## src/rtl/flash_cmd_pkg.sv

```systemverilog
package flash_cmd_pkg;

    typedef enum logic [1:0] {
        RM_ARRAY  = 2'd0,
        RM_IDENT  = 2'd1,
        RM_QUERY  = 2'd2,
        RM_STATUS = 2'd3
    } rd_mode_e;

    typedef enum logic [2:0] {
        WS_IDLE,
        WS_PROG,
        WS_BERASE,
        WS_CERASE,
        WS_LOCK
    } wr_state_e;

    typedef enum logic [3:0] {
        OP_NONE,
        OP_MODE,
        OP_CLR_STAT,
        OP_PROG,
        OP_BERASE,
        OP_CERASE,
        OP_LOCK,
        OP_SUSPEND
    } op_e;

    typedef struct packed {
        op_e      op;
        rd_mode_e mode;
    } dec_t;

    localparam logic [7:0] CMD_ARRAY   = 8'hFF;
    localparam logic [7:0] CMD_IDENT   = 8'h90;
    localparam logic [7:0] CMD_QUERY   = 8'h98;
    localparam logic [7:0] CMD_STATUS  = 8'h70;
    localparam logic [7:0] CMD_CLRSTAT = 8'h50;
    localparam logic [7:0] CMD_PROG_A  = 8'h40;
    localparam logic [7:0] CMD_PROG_B  = 8'h10;
    localparam logic [7:0] CMD_BERASE  = 8'h20;
    localparam logic [7:0] CMD_CERASE  = 8'h30;
    localparam logic [7:0] CMD_LOCK    = 8'h60;
    localparam logic [7:0] CMD_SUSPEND = 8'hB0;
    localparam logic [7:0] CNF_GO      = 8'hD0;
    localparam logic [7:0] CNF_SETLOCK = 8'h01;

    localparam int SB_READY  = 7;
    localparam int SB_SUSP_E = 6;
    localparam int SB_ERERR  = 5;
    localparam int SB_PGERR  = 4;
    localparam int SB_SUSP_P = 2;
    localparam int SB_PROT   = 1;

    localparam logic [7:0] ST_RESET = 8'h80;

    function automatic logic [7:0] st_set(input logic [7:0] s, input int b);
        logic [7:0] r;
        r = s;
        r[b] = 1'b1;
        return r;
    endfunction

    function automatic logic [7:0] st_bad_seq(input logic [7:0] s);
        return st_set(st_set(s, SB_ERERR), SB_PGERR);
    endfunction

    function automatic logic [7:0] st_erase_prot(input logic [7:0] s);
        return st_set(st_set(s, SB_ERERR), SB_PROT);
    endfunction

    function automatic logic [7:0] st_lock_prot(input logic [7:0] s);
        return st_set(st_set(s, SB_PGERR), SB_PROT);
    endfunction

endpackage

```

## src/rtl/fcmd_decode.sv

```systemverilog
module fcmd_decode
    import flash_cmd_pkg::*;
(
    input  logic [7:0] cmd,
    output dec_t       dec
);
    always_comb begin
        dec.op   = OP_NONE;
        dec.mode = RM_ARRAY;
        case (cmd)
            CMD_ARRAY:   begin dec.op = OP_MODE; dec.mode = RM_ARRAY;  end
            CMD_IDENT:   begin dec.op = OP_MODE; dec.mode = RM_IDENT;  end
            CMD_QUERY:   begin dec.op = OP_MODE; dec.mode = RM_QUERY;  end
            CMD_STATUS:  begin dec.op = OP_MODE; dec.mode = RM_STATUS; end
            CMD_CLRSTAT: dec.op = OP_CLR_STAT;
            CMD_PROG_A,
            CMD_PROG_B:  dec.op = OP_PROG;
            CMD_BERASE:  dec.op = OP_BERASE;
            CMD_CERASE:  dec.op = OP_CERASE;
            CMD_LOCK:    dec.op = OP_LOCK;
            CMD_SUSPEND: dec.op = OP_SUSPEND;
            default:     dec.op = OP_NONE;
        endcase
    end
endmodule

```

## src/rtl/fcmd_lock_bank.sv

```systemverilog
module fcmd_lock_bank #(
    parameter int NBLK = 16,
    localparam int IDX_W = (NBLK > 1) ? $clog2(NBLK) : 1
) (
    input  logic             clk,
    input  logic             rst,
    input  logic             set_en,
    input  logic [IDX_W-1:0] set_idx,
    input  logic             clr_en,
    output logic [NBLK-1:0]  lock_q
);
    for (genvar g = 0; g < NBLK; g++) begin : g_bit
        localparam logic RST_VAL = (g == 0);
        always_ff @(posedge clk) begin
            if (rst)
                lock_q[g] <= RST_VAL;
            else if (clr_en)
                lock_q[g] <= 1'b0;
            else if (set_en && set_idx == IDX_W'(g))
                lock_q[g] <= 1'b1;
        end
    end


    clr_all_chk: assert property (@(posedge clk) disable iff (rst)
        clr_en |=> lock_q == '0);


    set_one_chk: assert property (@(posedge clk) disable iff (rst)
        (set_en && !clr_en) |=> lock_q[$past(set_idx)]);
endmodule

```

## src/rtl/flash_cmd_fsm.sv

```systemverilog
module flash_cmd_fsm
    import flash_cmd_pkg::*;
#(
    parameter int ADDR_W    = 20,
    parameter int BLK_SHIFT = 16,
    localparam int NBLK     = 1 << (ADDR_W - BLK_SHIFT),
    localparam int IDX_W    = (NBLK > 1) ? $clog2(NBLK) : 1
) (
    input  logic              clk,
    input  logic              rst,
    input  logic              wr_en,
    input  logic [ADDR_W-1:0] wr_addr,
    input  logic [7:0]        wr_data,
    input  logic              wp_hi,
    output logic [1:0]        rd_mode,
    output logic [7:0]        status,
    output logic [NBLK-1:0]   lock_bits,
    output logic              prog_en,
    output logic [ADDR_W-1:0] prog_addr,
    output logic [7:0]        prog_data,
    output logic              erase_en,
    output logic [NBLK-1:0]   erase_mask
);
    dec_t             dec;
    wr_state_e        state_q, state_d;
    rd_mode_e         mode_q, mode_d;
    logic [7:0]       stat_q, stat_d;
    logic             prog_d, erase_d;
    logic [NBLK-1:0]  mask_d;
    logic             lk_set, lk_clr;
    logic [IDX_W-1:0] blk;
    logic             opens_two;

    assign blk = IDX_W'(wr_addr >> BLK_SHIFT);

    fcmd_decode u_dec (
        .cmd (wr_data),
        .dec (dec)
    );

    fcmd_lock_bank #(.NBLK(NBLK)) u_lock (
        .clk     (clk),
        .rst     (rst),
        .set_en  (lk_set),
        .set_idx (blk),
        .clr_en  (lk_clr),
        .lock_q  (lock_bits)
    );

    always_comb begin
        state_d = state_q;
        mode_d  = mode_q;
        stat_d  = stat_q;
        prog_d  = 1'b0;
        erase_d = 1'b0;
        mask_d  = '0;
        lk_set  = 1'b0;
        lk_clr  = 1'b0;
        if (wr_en) begin
            case (state_q)
                WS_IDLE: begin
                    case (dec.op)
                        OP_MODE:     mode_d = dec.mode;
                        OP_CLR_STAT: stat_d = '0;
                        OP_PROG:     state_d = WS_PROG;
                        OP_BERASE:   state_d = WS_BERASE;
                        OP_CERASE:   state_d = WS_CERASE;
                        OP_LOCK:     state_d = WS_LOCK;
                        OP_SUSPEND: begin
                            stat_d[SB_READY]  = 1'b1;
                            stat_d[SB_SUSP_E] = 1'b0;
                            stat_d[SB_SUSP_P] = 1'b0;
                            mode_d = RM_STATUS;
                        end
                        default: ;
                    endcase
                    if (state_d != WS_IDLE) begin
                        stat_d[SB_READY] = 1'b0;
                        mode_d = RM_STATUS;
                    end
                end
                WS_PROG: begin
                    prog_d = 1'b1;
                end
                WS_BERASE: begin
                    if (wr_data != CNF_GO)
                        stat_d = st_bad_seq(stat_d);
                    else if (lock_bits[blk])
                        stat_d = st_erase_prot(stat_d);
                    else begin
                        erase_d = 1'b1;
                        mask_d  = NBLK'(1) << blk;
                    end
                end
                WS_CERASE: begin
                    if (wr_data != CNF_GO)
                        stat_d = st_bad_seq(stat_d);
                    else begin
                        mask_d  = wp_hi ? '1 : ~lock_bits;
                        erase_d = |mask_d;
                        if (!wp_hi && |lock_bits)
                            stat_d = st_erase_prot(stat_d);
                    end
                end
                WS_LOCK: begin
                    if (wr_data == CNF_SETLOCK) begin
                        if (wp_hi) lk_set = 1'b1;
                        else       stat_d = st_lock_prot(stat_d);
                    end else if (wr_data == CNF_GO) begin
                        if (wp_hi) lk_clr = 1'b1;
                        else       stat_d = st_erase_prot(stat_d);
                    end else
                        stat_d = st_bad_seq(stat_d);
                end
                default: state_d = WS_IDLE;
            endcase
            if (state_q != WS_IDLE) begin
                stat_d[SB_READY] = 1'b1;
                state_d = WS_IDLE;
            end
        end
    end

    always_ff @(posedge clk) begin
        if (rst) begin
            state_q    <= WS_IDLE;
            mode_q     <= RM_ARRAY;
            stat_q     <= ST_RESET;
            prog_en    <= 1'b0;
            prog_addr  <= '0;
            prog_data  <= '0;
            erase_en   <= 1'b0;
            erase_mask <= '0;
        end else begin
            state_q    <= state_d;
            mode_q     <= mode_d;
            stat_q     <= stat_d;
            prog_en    <= prog_d;
            erase_en   <= erase_d;
            erase_mask <= mask_d;
            if (prog_d) begin
                prog_addr <= wr_addr;
                prog_data <= wr_data;
            end
        end
    end

    assign rd_mode = mode_q;
    assign status  = stat_q;

    assign opens_two = wr_en && state_q == WS_IDLE &&
        (dec.op inside {OP_PROG, OP_BERASE, OP_CERASE, OP_LOCK});


    open_busy_chk: assert property (@(posedge clk) disable iff (rst)
        opens_two |=> (!status[7] && rd_mode == 2'd3));


    prog_pulse_chk: assert property (@(posedge clk) disable iff (rst)
        prog_en |=> !prog_en);


    erase_unlocked_chk: assert property (@(posedge clk) disable iff (rst)
        (wr_en && state_q == WS_BERASE) |=>
            (!erase_en || ((erase_mask & $past(lock_bits)) == '0 && $countones(erase_mask) == 1)));


    bad_seq_chk: assert property (@(posedge clk) disable iff (rst)
        (wr_en && (state_q == WS_BERASE || state_q == WS_CERASE) && wr_data != 8'hD0) |=>
            (status[7] && status[5] && status[4] && !erase_en));
endmodule

```

## config.mk

```make
export PLATFORM = sky130hd
export DESIGN_NAME = flash_cmd_fsm
export DESIGN_NICKNAME = d
export VERILOG_FILES = /design/src/rtl/flash_cmd_pkg.sv /design/src/rtl/fcmd_decode.sv /design/src/rtl/fcmd_lock_bank.sv /design/src/rtl/flash_cmd_fsm.sv
export SDC_FILE = /design/constraint.sdc
export NUM_CORES = 1
export LEC_CHECK = 0
export CAP_MARGIN = 20
export CORE_ASPECT_RATIO = 1.2
export CORE_MARGIN = 2
export CORE_UTILIZATION = 55
export CTS_BUF_LIST = sky130_fd_sc_hd__clkbuf_4 sky130_fd_sc_hd__clkbuf_8 sky130_fd_sc_hd__clkbuf_16
export CTS_CLUSTER_DIAMETER = 100
export DETAILED_ROUTE_END_ITERATION = 10
export DONT_BUFFER_PORTS = 1
export GPL_TIMING_DRIVEN = 0
export PLACE_DENSITY = 0.7
export SLEW_MARGIN = 25
export SYNTH_ARGS = -nofsm -noshare
export SYNTH_HDL_FRONTEND = slang
export SYNTH_SLANG_ARGS = --single-unit
```

## constraint.sdc

```tcl
create_clock -name clk -period 3.01 [get_ports clk]
set_input_delay 0.301 -clock clk [delete_from_list [all_inputs] [get_ports clk]]
set_output_delay 0.301 -clock clk [all_outputs]
set_load 0.02 [all_outputs]
```

# [Word-level counts from Yosys, hierarchy flattened]
# Index checks and enable logic that the tools add are counted.
[classes] reduce_logical=45 n_lt_le_gt_ge=1 bitwise_logic=5 shift=1 eq_ne=58 mux=47
[ops] operator="16-bit 2-to-1 mux" count=4
[ops] operator="8-bit == test, second input constant" count=5
[ops] operator="4-bit by 3-bit == test with 1-bit output, second input constant" count=8
[ops] operator="4-bit == test, second input constant" count=8
[ops] operator="8-bit by 7-bit == test with 1-bit output, second input constant" count=4
[ops] operator="16-bit one-hot mux with 2 select lines" count=1
[ops] operator="8-bit one-hot mux with 4 select lines" count=1
[ops] operator="16-bit OR reduction" count=2
[ops] operator="6-bit 2-to-1 mux" count=5
[ops] operator="6-bit AND reduction" count=4
[ops] operator="3-bit one-hot mux with 7 select lines" count=1
[ops] operator="2-bit inequality test, second input constant" count=10
[ops] operator="1-bit 2-to-1 mux" count=19
[ops] operator="3-bit inequality test, second input constant" count=6
[ops] operator="1-bit logical AND" count=17
[ops] operator="4-bit by 2-bit == test with 1-bit output, second input constant" count=4
[ops] operator="8-bit by 6-bit == test with 1-bit output, second input constant" count=2
[ops] operator="8-bit 2-to-1 mux" count=2
[ops] operator="16-bit NOT" count=1
[ops] operator="1-bit by 4-bit << shifter with 16-bit output, first input constant" count=1
[ops] operator="3-bit 2-to-1 mux" count=4
[ops] operator="3-bit one-hot mux with 4 select lines" count=1
[ops] operator="10-bit AND reduction" count=1
[ops] operator="3-bit nonzero test" count=3
[ops] operator="other kinds (28)" count=43
[totals] input_bits=32 reg_bits=75

# [Logic depth before layout (Yosys ltp)]
# Gate-level depths: netlist of the first run.
[logic_depth] ltp_word=11 mapped_depth=8 depth_no_buf=6

# [Hierarchy]
# A second synthesis of the first run with hierarchy kept.
[unflattened] cells_unflattened=389 hier_area_um2=3432.0
[by_module_without_submodules] module="flash_cmd_fsm" seq_area_each_um2=1101.1 area_each_um2=2646.3 n_inst=1 cells_per_inst=310
[by_module_without_submodules] module="fcmd_lock_bank" seq_area_each_um2=320.3 area_each_um2=590.6 n_inst=1 cells_per_inst=49
[by_module_without_submodules] module="fcmd_decode" seq_area_each_um2=0.0 area_each_um2=195.2 n_inst=1 cells_per_inst=30

# [Worst setup path after synthesis of the first run]
# No wires, ideal clock.
[synth_path] kind="input-to-reg" startpoint="input port wr_data[0]" endpoint="register stat_q[1] (netlist: status[1])" slack_ns=1.100 t_arrival_ns=1.779 required_ns=2.878 stages=7 setup_ns=0.132 n_path_buf=1 path_cell_list="or4_4 > buf_6 > o41ai_2 > and2_4 > nand4_1 > o21ai_1 > o41ai_2"
[synth_between] elab_chain_len=6
[synth_lines] item="start: declaration" line="flash_cmd_fsm.sv:13" source="input logic [7:0] wr_data,"
[synth_lines] item="8-bit == test, or another cell as far along" line="fcmd_decode.sv:10" source="case (cmd)"
[synth_lines] item="4-bit OR reduction (no source line) / 2-bit OR reduction (equally long branches)"
[synth_lines] item="3-bit one-hot mux with 7 select lines" line="fcmd_decode.sv:10"
[synth_lines] item="4-bit by 2-bit == test with 1-bit output" line="flash_cmd_fsm.sv:62" source="case (dec.op)"
[synth_lines] item="2-bit by 1-bit inequality test with 1-bit output (no source line)"
[synth_lines] item="10-bit AND reduction (no source line)"
[synth_lines] item="end signal: assignment" line="flash_cmd_fsm.sv:137" source="stat_q <= stat_d;"
[synth_lines] item="end: declaration" line="flash_cmd_fsm.sv:27" source="logic [7:0] stat_q, stat_d;"
# Parallel ways exist; a longest one is shown, timed or not. The select of a mux whose other input is x is not followed.
# A chain may end at the register's enable or synchronous reset.

# [Worst setup path in the final report of the first run]
[layout_path] startpoint="register u_lock.lock_q[0]" endpoint="register erase_mask[6]"
[layout_between] elab_chain_len=5
[layout_lines] item="start: declaration" line="fcmd_lock_bank.sv:10" source="output logic [NBLK-1:0] lock_q"
[layout_lines] item="start signal: indexed assignment" line="fcmd_lock_bank.sv:16" source="lock_q[g] <= RST_VAL;"
[layout_lines] item="start signal: indexed assignment" line="fcmd_lock_bank.sv:18" source="lock_q[g] <= 1'b0;"
[layout_lines] item="start signal: indexed assignment" line="fcmd_lock_bank.sv:20" source="lock_q[g] <= 1'b1;"
[layout_lines] item="1-bit binary-select mux with 4-bit select" line="flash_cmd_fsm.sv:88" source="else if (lock_bits[blk])"
[layout_lines] item="1-bit 2-to-1 mux (implied by the code)" line="flash_cmd_fsm.sv:88"
[layout_lines] item="16-bit 2-to-1 mux" line="flash_cmd_fsm.sv:88"
[layout_lines] item="16-bit 2-to-1 mux" line="flash_cmd_fsm.sv:86" source="if (wr_data != CNF_GO)"
[layout_lines] item="16-bit one-hot mux with 2 select lines" line="flash_cmd_fsm.sv:60" source="case (state_q)"
[layout_lines] item="end signal: assignment" line="flash_cmd_fsm.sv:140" source="erase_mask <= mask_d;"
[layout_lines] item="end: declaration" line="flash_cmd_fsm.sv:22" source="output logic [NBLK-1:0] erase_mask"
# No other way between the ends. The select of a mux whose other input is x is not followed.

==> impl_metrics.yaml, run 1 <==
grt:
  grt_use_met3: 0.09132
  busiest_layer: "met2"
  grt_first_pass_wirelength_um: 13100
  grt_pass1_vias: 2732
  met1_usage: 0.3025
  grt_start_max_net_pins: 14
  antenna_found_initial: 0
  gr-usage-all-layers: 0.2559
  overflow: 0
  met2_usage: 0.4083
power_and_ir_drop:
  power_density_nw_per_um2: 500.9
  intPower_uw: 1369
  vdd_drop_max_uv: 334.4
  power_frac_clock: 0.425
  p_switching_uw: 451.0
  seq_power_share: 0.519
  power.leakage_uw: 0.001303
  p_sw_frac: 0.2478
  combPwrFrac: 0.056
final_layout:
  layout.nets: 464
  layout-drive-gt1-share: 0.1053
  layout_commonest_cell: "nand2_1"
  syn_to_final_growth_pct: 9.543
  diodes: 0
  final_cell_mix: "79 x nand2_1, 71 x dfxtp_1, 61 x a21oi_1"
critical_path:
  rrSetupSlack_ns: 0.80
  cp-endpoint: "erase_mask[6]"
  rr_worst_depth: 6
  r2r_start: "u_lock.lock_q[0]"
  critPathKind: "reg2reg"
  crit_start: "u_lock.lock_q[0]"
  critPathRequiredTime_ns: 3.24
  crit_path_start_kind: "flop"
  endpoint_kind: "flop"
  worstPathArrival_ns: 2.44
  cp_max_fo: 6
  r2r_end: "erase_mask[6]"
logic_synthesis:
  async_reset_ff_frac: 0
  synth_flop_cell: "dfxtp_1"
  syn_area_per_cell_um2: 7.935
  yosys-top-cells-area: "dfxtp_1 43%, a21oi_1 9.2%, nand2_1 8.9%"
  synth-xor-area-share: 0
  synth-compound-area-share: 0.1954
  yosys.area_share.simple: 0.2852
  synthMuxAreaShare: 0.02829
  synth_largest_area_cell: "dfxtp_1"
  yosysWarningCount: 0
  synth_edf_count: 0
  synth_area_um2: 3317
  ys_types: 57
  synth_top_area_frac: 0.4285
  synthCells: 418
  yosysSeqAreaShare: 0.4285
  synthAdderAreaFrac: 0
  ys_ff_latch: 71
  synth_top_family_by_area: "simple AND/OR/NAND/NOR gates"
placed_design:
  port_buffers: 0
  gp_congestion: 0.8558
  hpwl_um: 6145
die:
  std_cell_rows: 31
  ios: 104
  core_um2: 5934
  start_util: 0.5589
  die_area_um2: 6670
  die_h_um: 89.07
  die_w_um: 74.89
detailed_routing:
  vias: 3044
  route.detailed.drc: 0
  drtPass1Iterations: 4
  ant_nets: 0
  drt_iter0_drc: 235
  postRouteWirelength_um: 8448
  vias_per_cell: 5.865
  wire_per_inst_um: 16.28
sta:
  max_slew_margin: 0.5729
  min_period_ns: 2.212
  rsz0062_at_grt: "no"
  skew_ns: 0.009082
  setup_viol_count_final: 0
  fmax_ghz: 0.4520
  period_share: 0.7350
  fin_setup_tns_ns: 0
  hold_slack_ns: 0.05914
  hold_viol: 0
  slew_viol_final: 0
  worstMarginPinSlew_ns: 0.6372
flow_run:
  cap_violations: 0
cts:
  cts_setup_buffers: 0
  cts_sinks: 71
  clockBufferDepth: 2
  cts_root_buf: "clkbuf_8"
  cts_buffers: 9
  postCtsHoldBufs: 0
  h-tree-depth: 3
  cts_tree: "built"
  clock_latency_ns: 0.35
  clkTransAtPathRegs_ns: 0.08
  ctsResizeCount: 0
hold_path:
  hold_path.class: "in2reg"
status:
  status: "complete, no violations"
## per-layer routing
| layer | part of all wire | wire length, um |
|---|---|---|
| met1 | 0.40 | 3342 |
| met3 | 0.10 | 848 |
| met5 | 0 | 0 |
| met4 | 0.026 | 221 |
| met2 | 0.48 | 4036 |
## cell families after synthesis
kind of cell | Yosys count
compound gates | 107
buf+inv | 45
flops | 71
mux | 8
other cells | 1
simple gates | 186
## power groups by stage
stage	Clock (uW)	Combinational (uW)	Sequential [uW]
finish	774	102	944
global route	817	112	945
CTS	786	101	944
detailed placement	0	99.8	967
global placement	0	98.0	967
floorplan	0	79.6	966
## registers in the layout, summed over array words and instances (netlist names)
register       cells
status             4
erase_mask        16
prog_data          8
prog_addr         20
state_q            3
prog_en            1
rd_mode            2
u_lock.lock_q     16
erase_en           1
## worst min-delay path by stage
stage,from,to,cells after the start,slack [ns]
finish,rst,status[7],1,0.06
global route,rst,status[7],1,0.06
CTS,rst,status[7],1,0.05
detailed placement,rst,status[7],1,0.42
global placement,rst,status[7],1,0.41
floorplan,rst,status[7],1,0.40
## synth_stat cells, drive strengths merged, types with 3 or more instances
library cell / instances
a21oi: 61
a41oi: 3
and2: 3
buf: 15
clkbuf: 18
dfxtp: 71
inv: 12
mux2i: 6
nand2: 79
nand2b: 7
nand3: 5
nand4: 6
nor2: 32
nor2b: 18
nor3: 8
nor4: 8
o21ai: 18
o22ai: 7
o32ai: 3
or3: 4
## worst max-delay path, cell delays in order, from the launching register on
cell and delay, ns:
dfxtp_1 0.61, mux4_2 0.31, o22ai_1 0.07, a211oi_1 0.53, and4b_1 0.31, a22oi_1 0.20
nor2_1 0.06
## stage by stage
stage,total power (uW),area (um2),utilization,worst slack (ns),std cells
4_1_cts,1831,3633,0.6123,0.8297,519
6_report,1820,3633,0.6123,0.7975,519
3_5_place_dp,1066,3431,0.5781,0.8789,503
5_1_grt,1874,3633,0.6123,0.7044,519
2_1_floorplan,1046,3328,-,1.100,421
3_3_place_gp,1065,3431,0.5781,0.8554,503
## final cells by class
cell class	instances	area, um2
Buffer	33	158.9
Inverter	12	45.04
Fill cell	560	2301
Tap cell	82	102.6
Multi-Input combinational cell	305	1703
Clock inverter	6	71.32
Sequential cell	71	1421
Clock buffer	10	131.4
No activity file was read; power rests on OpenSTA's default activity.
==> run 2, diff against run 1 <==
--- a/config.mk
+++ b/config.mk
@@ -5,6 +5,7 @@
 export SDC_FILE = /design/constraint.sdc
 export NUM_CORES = 1
 export LEC_CHECK = 0
+export ABC_AREA = 1
 export CAP_MARGIN = 20
 export CORE_ASPECT_RATIO = 1.2
 export CORE_MARGIN = 2
==> constraint.sdc (replaced) <==
create_clock -name clk -period 2.28 [get_ports clk]
set_input_delay 0.228 -clock clk [delete_from_list [all_inputs] [get_ports clk]]
set_output_delay 0.228 -clock clk [all_outputs]
set_load 0.02 [all_outputs]
==> run 2 against run 1 <==
Clock power increased by 28%. Critical path depth increased by 4. Via count increased by 8.8%. Combinational power increased by 31%. Sequential power increased by 32%. Clock skew about the same. Wire length increased by 5.6%. Count of clock-buffer cells in the layout unchanged. Critical endpoint is now erase_mask[10]. Largest cell class unchanged. Highest routed layer unchanged.
==> impl_metrics.yaml, run 2 <==
status:
  status: "complete, no violations"
final_layout:
  layout.nets: 551
  syn_to_final_growth_pct: 9.134
  final_cell_area_um2: 3752
  multiInputGateArea_um2: 1688
  largest_register_ffs: 20
  fin_util: 0.6201
  layout-drive-gt1-share: 0.1147
  final_cell_mix: "99 x nor2_1, 83 x nand2_1, 71 x dfxtp_1"
  diodes: 0
  top_register: "prog_addr"
  seqCellArea_um2: 1421
  layout_commonest_cell: "nor2_1"
  fillers: 601
  reg_top3: "prog_addr (20), erase_mask (16), u_lock.lock_q (16)"
placed_design:
  postPlaceCellArea_um2: 3552
  hpwl_um: 6769
  port_buffers: 0
  gp_congestion: 0.9329
  place_ws_ns: 0.5809
grt:
  met2_usage: 0.4784
  grt_pass1_vias: 3193
  met1_usage: 0.2873
  grt_first_pass_wirelength_um: 14900
  overflow: 0
  grt_start_max_net_pins: 13
  busiest_layer: "met2"
  gr-usage-all-layers: 0.2673
  antenna_found_initial: 0
  grt_use_met3: 0.08800
logic_synthesis:
  synth_flop_cell: "dfxtp_1"
  synth_edf_count: 0
  syn_area_per_cell_um2: 6.822
  async_reset_ff_frac: 0
  synth_top_area_frac: 0.4134
  synthMuxAreaShare: 0
  yosys.area_share.simple: 0.3151
  ys_types: 30
  yosys-top-cells-area: "dfxtp_1 41%, nor2_1 11%, nand2_1 9.1%"
  synth-compound-area-share: 0.1714
  synthCells: 504
  synth-xor-area-share: 0
  synth_top_family_by_area: "simple AND/OR/NAND/NOR gates"
  synthAdderAreaFrac: 0
  yosysWarningCount: 0
  yosysMostFrequentCell: "nor2_1"
  ys_ff_latch: 71
  yosysSeqAreaShare: 0.4134
  synth_largest_area_cell: "dfxtp_1"
  synth_area_um2: 3438
  synthTopCellsByCount: "99 x nor2_1, 83 x nand2_1, 71 x dfxtp_1, 53 x a21oi_1, 46 x o21ai_0"
critical_path:
  crit_path_start_kind: "flop"
  worstPathArrival_ns: 1.96
  cp_max_fo: 10
  endpoint_kind: "flop"
  critPathKind: "reg2reg"
  critPathRequiredTime_ns: 2.57
sta:
  setup_viol_count_final: 0
  period_share: 0.7344
  slew_viol_final: 0
  setup_ws_ns: 0.6056
  fmax_ghz: 0.5972
  fin_setup_tns_ns: 0
  rsz0062_at_grt: "no"
  min_period_ns: 1.674
  skew_ns: 0.009403
  hold_viol: 0
power_and_ir_drop:
  power.leakage_uw: 0.001502
  power_density_nw_per_um2: 634.2
  vdd_drop_max_uv: 427.2
cts:
  cts_setup_buffers: 0
  h-tree-depth: 3
  cts_buffers: 9
  cts_root_buf: "clkbuf_8"
  clkTransAtPathRegs_ns: 0.08
  ctsResizeCount: 0
  clock_latency_ns: 0.35
  clockBufferDepth: 2
  cts_sinks: 71
  postCtsHoldBufs: 1
  cts_tree: "built"
die:
  core_um2: 6051
  start_util: 0.5682
  die_area_um2: 6902
  die_w_um: 76.18
  ios: 104
  std_cell_rows: 31
  die_h_um: 90.61
hold_path:
  hold_path.class: "in2reg"
detailed_routing:
  wire_per_inst_um: 14.75
  vias: 3311
  drt_iter0_drc: 171
  vias_per_cell: 5.473
  drtPass1Iterations: 4
  postRouteWirelength_um: 8921
  ant_nets: 0
  route.detailed.drc: 0
flow_run:
  cap_violations: 0
run 2: changes by cell type in the layout (fill, tap and decap cells not counted), sizes merged, moves of 9 or more:
cell,change
inv,+42
nor2b,-18
clkbuf,-9
nand2,+9
nor2,+73
o21ai,+30
nand3,+27
run 2: kinds of logic after synthesis:
kind of cell	after synthesis
other	1
AND/OR/NAND/NOR	246
flip-flops	71
AO/OA/AOI/OAI	110
buffers and inverters	76
run 2: area by class of cell:
| type | count | share of cell area |
|---|---|---|
| tap | 82 | 0.02734 |
| clock buffer | 10 | 0.03501 |
| timing repair buffer | 1 | 0.002668 |
| inverter | 53 | 0.05302 |
| sequential | 71 | 0.3788 |
| multi-input combinational | 360 | 0.4498 |
| buffer | 23 | 0.03768 |
| clock inverter | 5 | 0.01567 |
run 2: worst paths after layout:
kind,startpoint,endpoint,slack (ns),depth (start not counted)
worst max-delay path,u_lock.lock_q[11],erase_mask[10],0.61,10
worst min-delay path,wr_data[2],prog_data[2],0.02,2
worst max register to register,u_lock.lock_q[11],erase_mask[10],0.61,10
worst min register to register,status[5],status[5],0.55,2
run 2: stage by stage:
step                      instances  hold slack, ns  total power [uW]
after floorplan                 507          0.2971              1384
after global placement          589          0.2994              1410
after detailed placement        589          0.3033              1411
after CTS                       605         0.01213              2394
after global routing            605         0.01349              2456
final                           605         0.01582              2380
run 2: report_power, final:
part / switching (uW) / internal (uW) / leakage (uW)
sequential: 8.57 / 1240 / 0.000572
combinational: 95.5 / 38.1 / 0.000838
clock: 481 / 513 / 0.0000922
total: 585 / 1790 / 0.00150
run 2: worst max-delay path: stages (launching register included):
cell,delay (ns)
dfxtp_1,0.38
inv_1,0.17
nor2_1,0.07
a21oi_1,0.11
nand2_1,0.07
nand2_1,0.09
nand3_2,0.11
nor2_4,0.21
buf_6,0.18
nand3_1,0.08
a21oi_1,0.12
run 2: routing by layer:
metal | up-vias | share of wire
met1 | 1501 | 0.38
met2 | 127 | 0.51
met5 | - | 0
li1 | 1661 | -
met3 | 22 | 0.079
met4 | 0 | 0.028
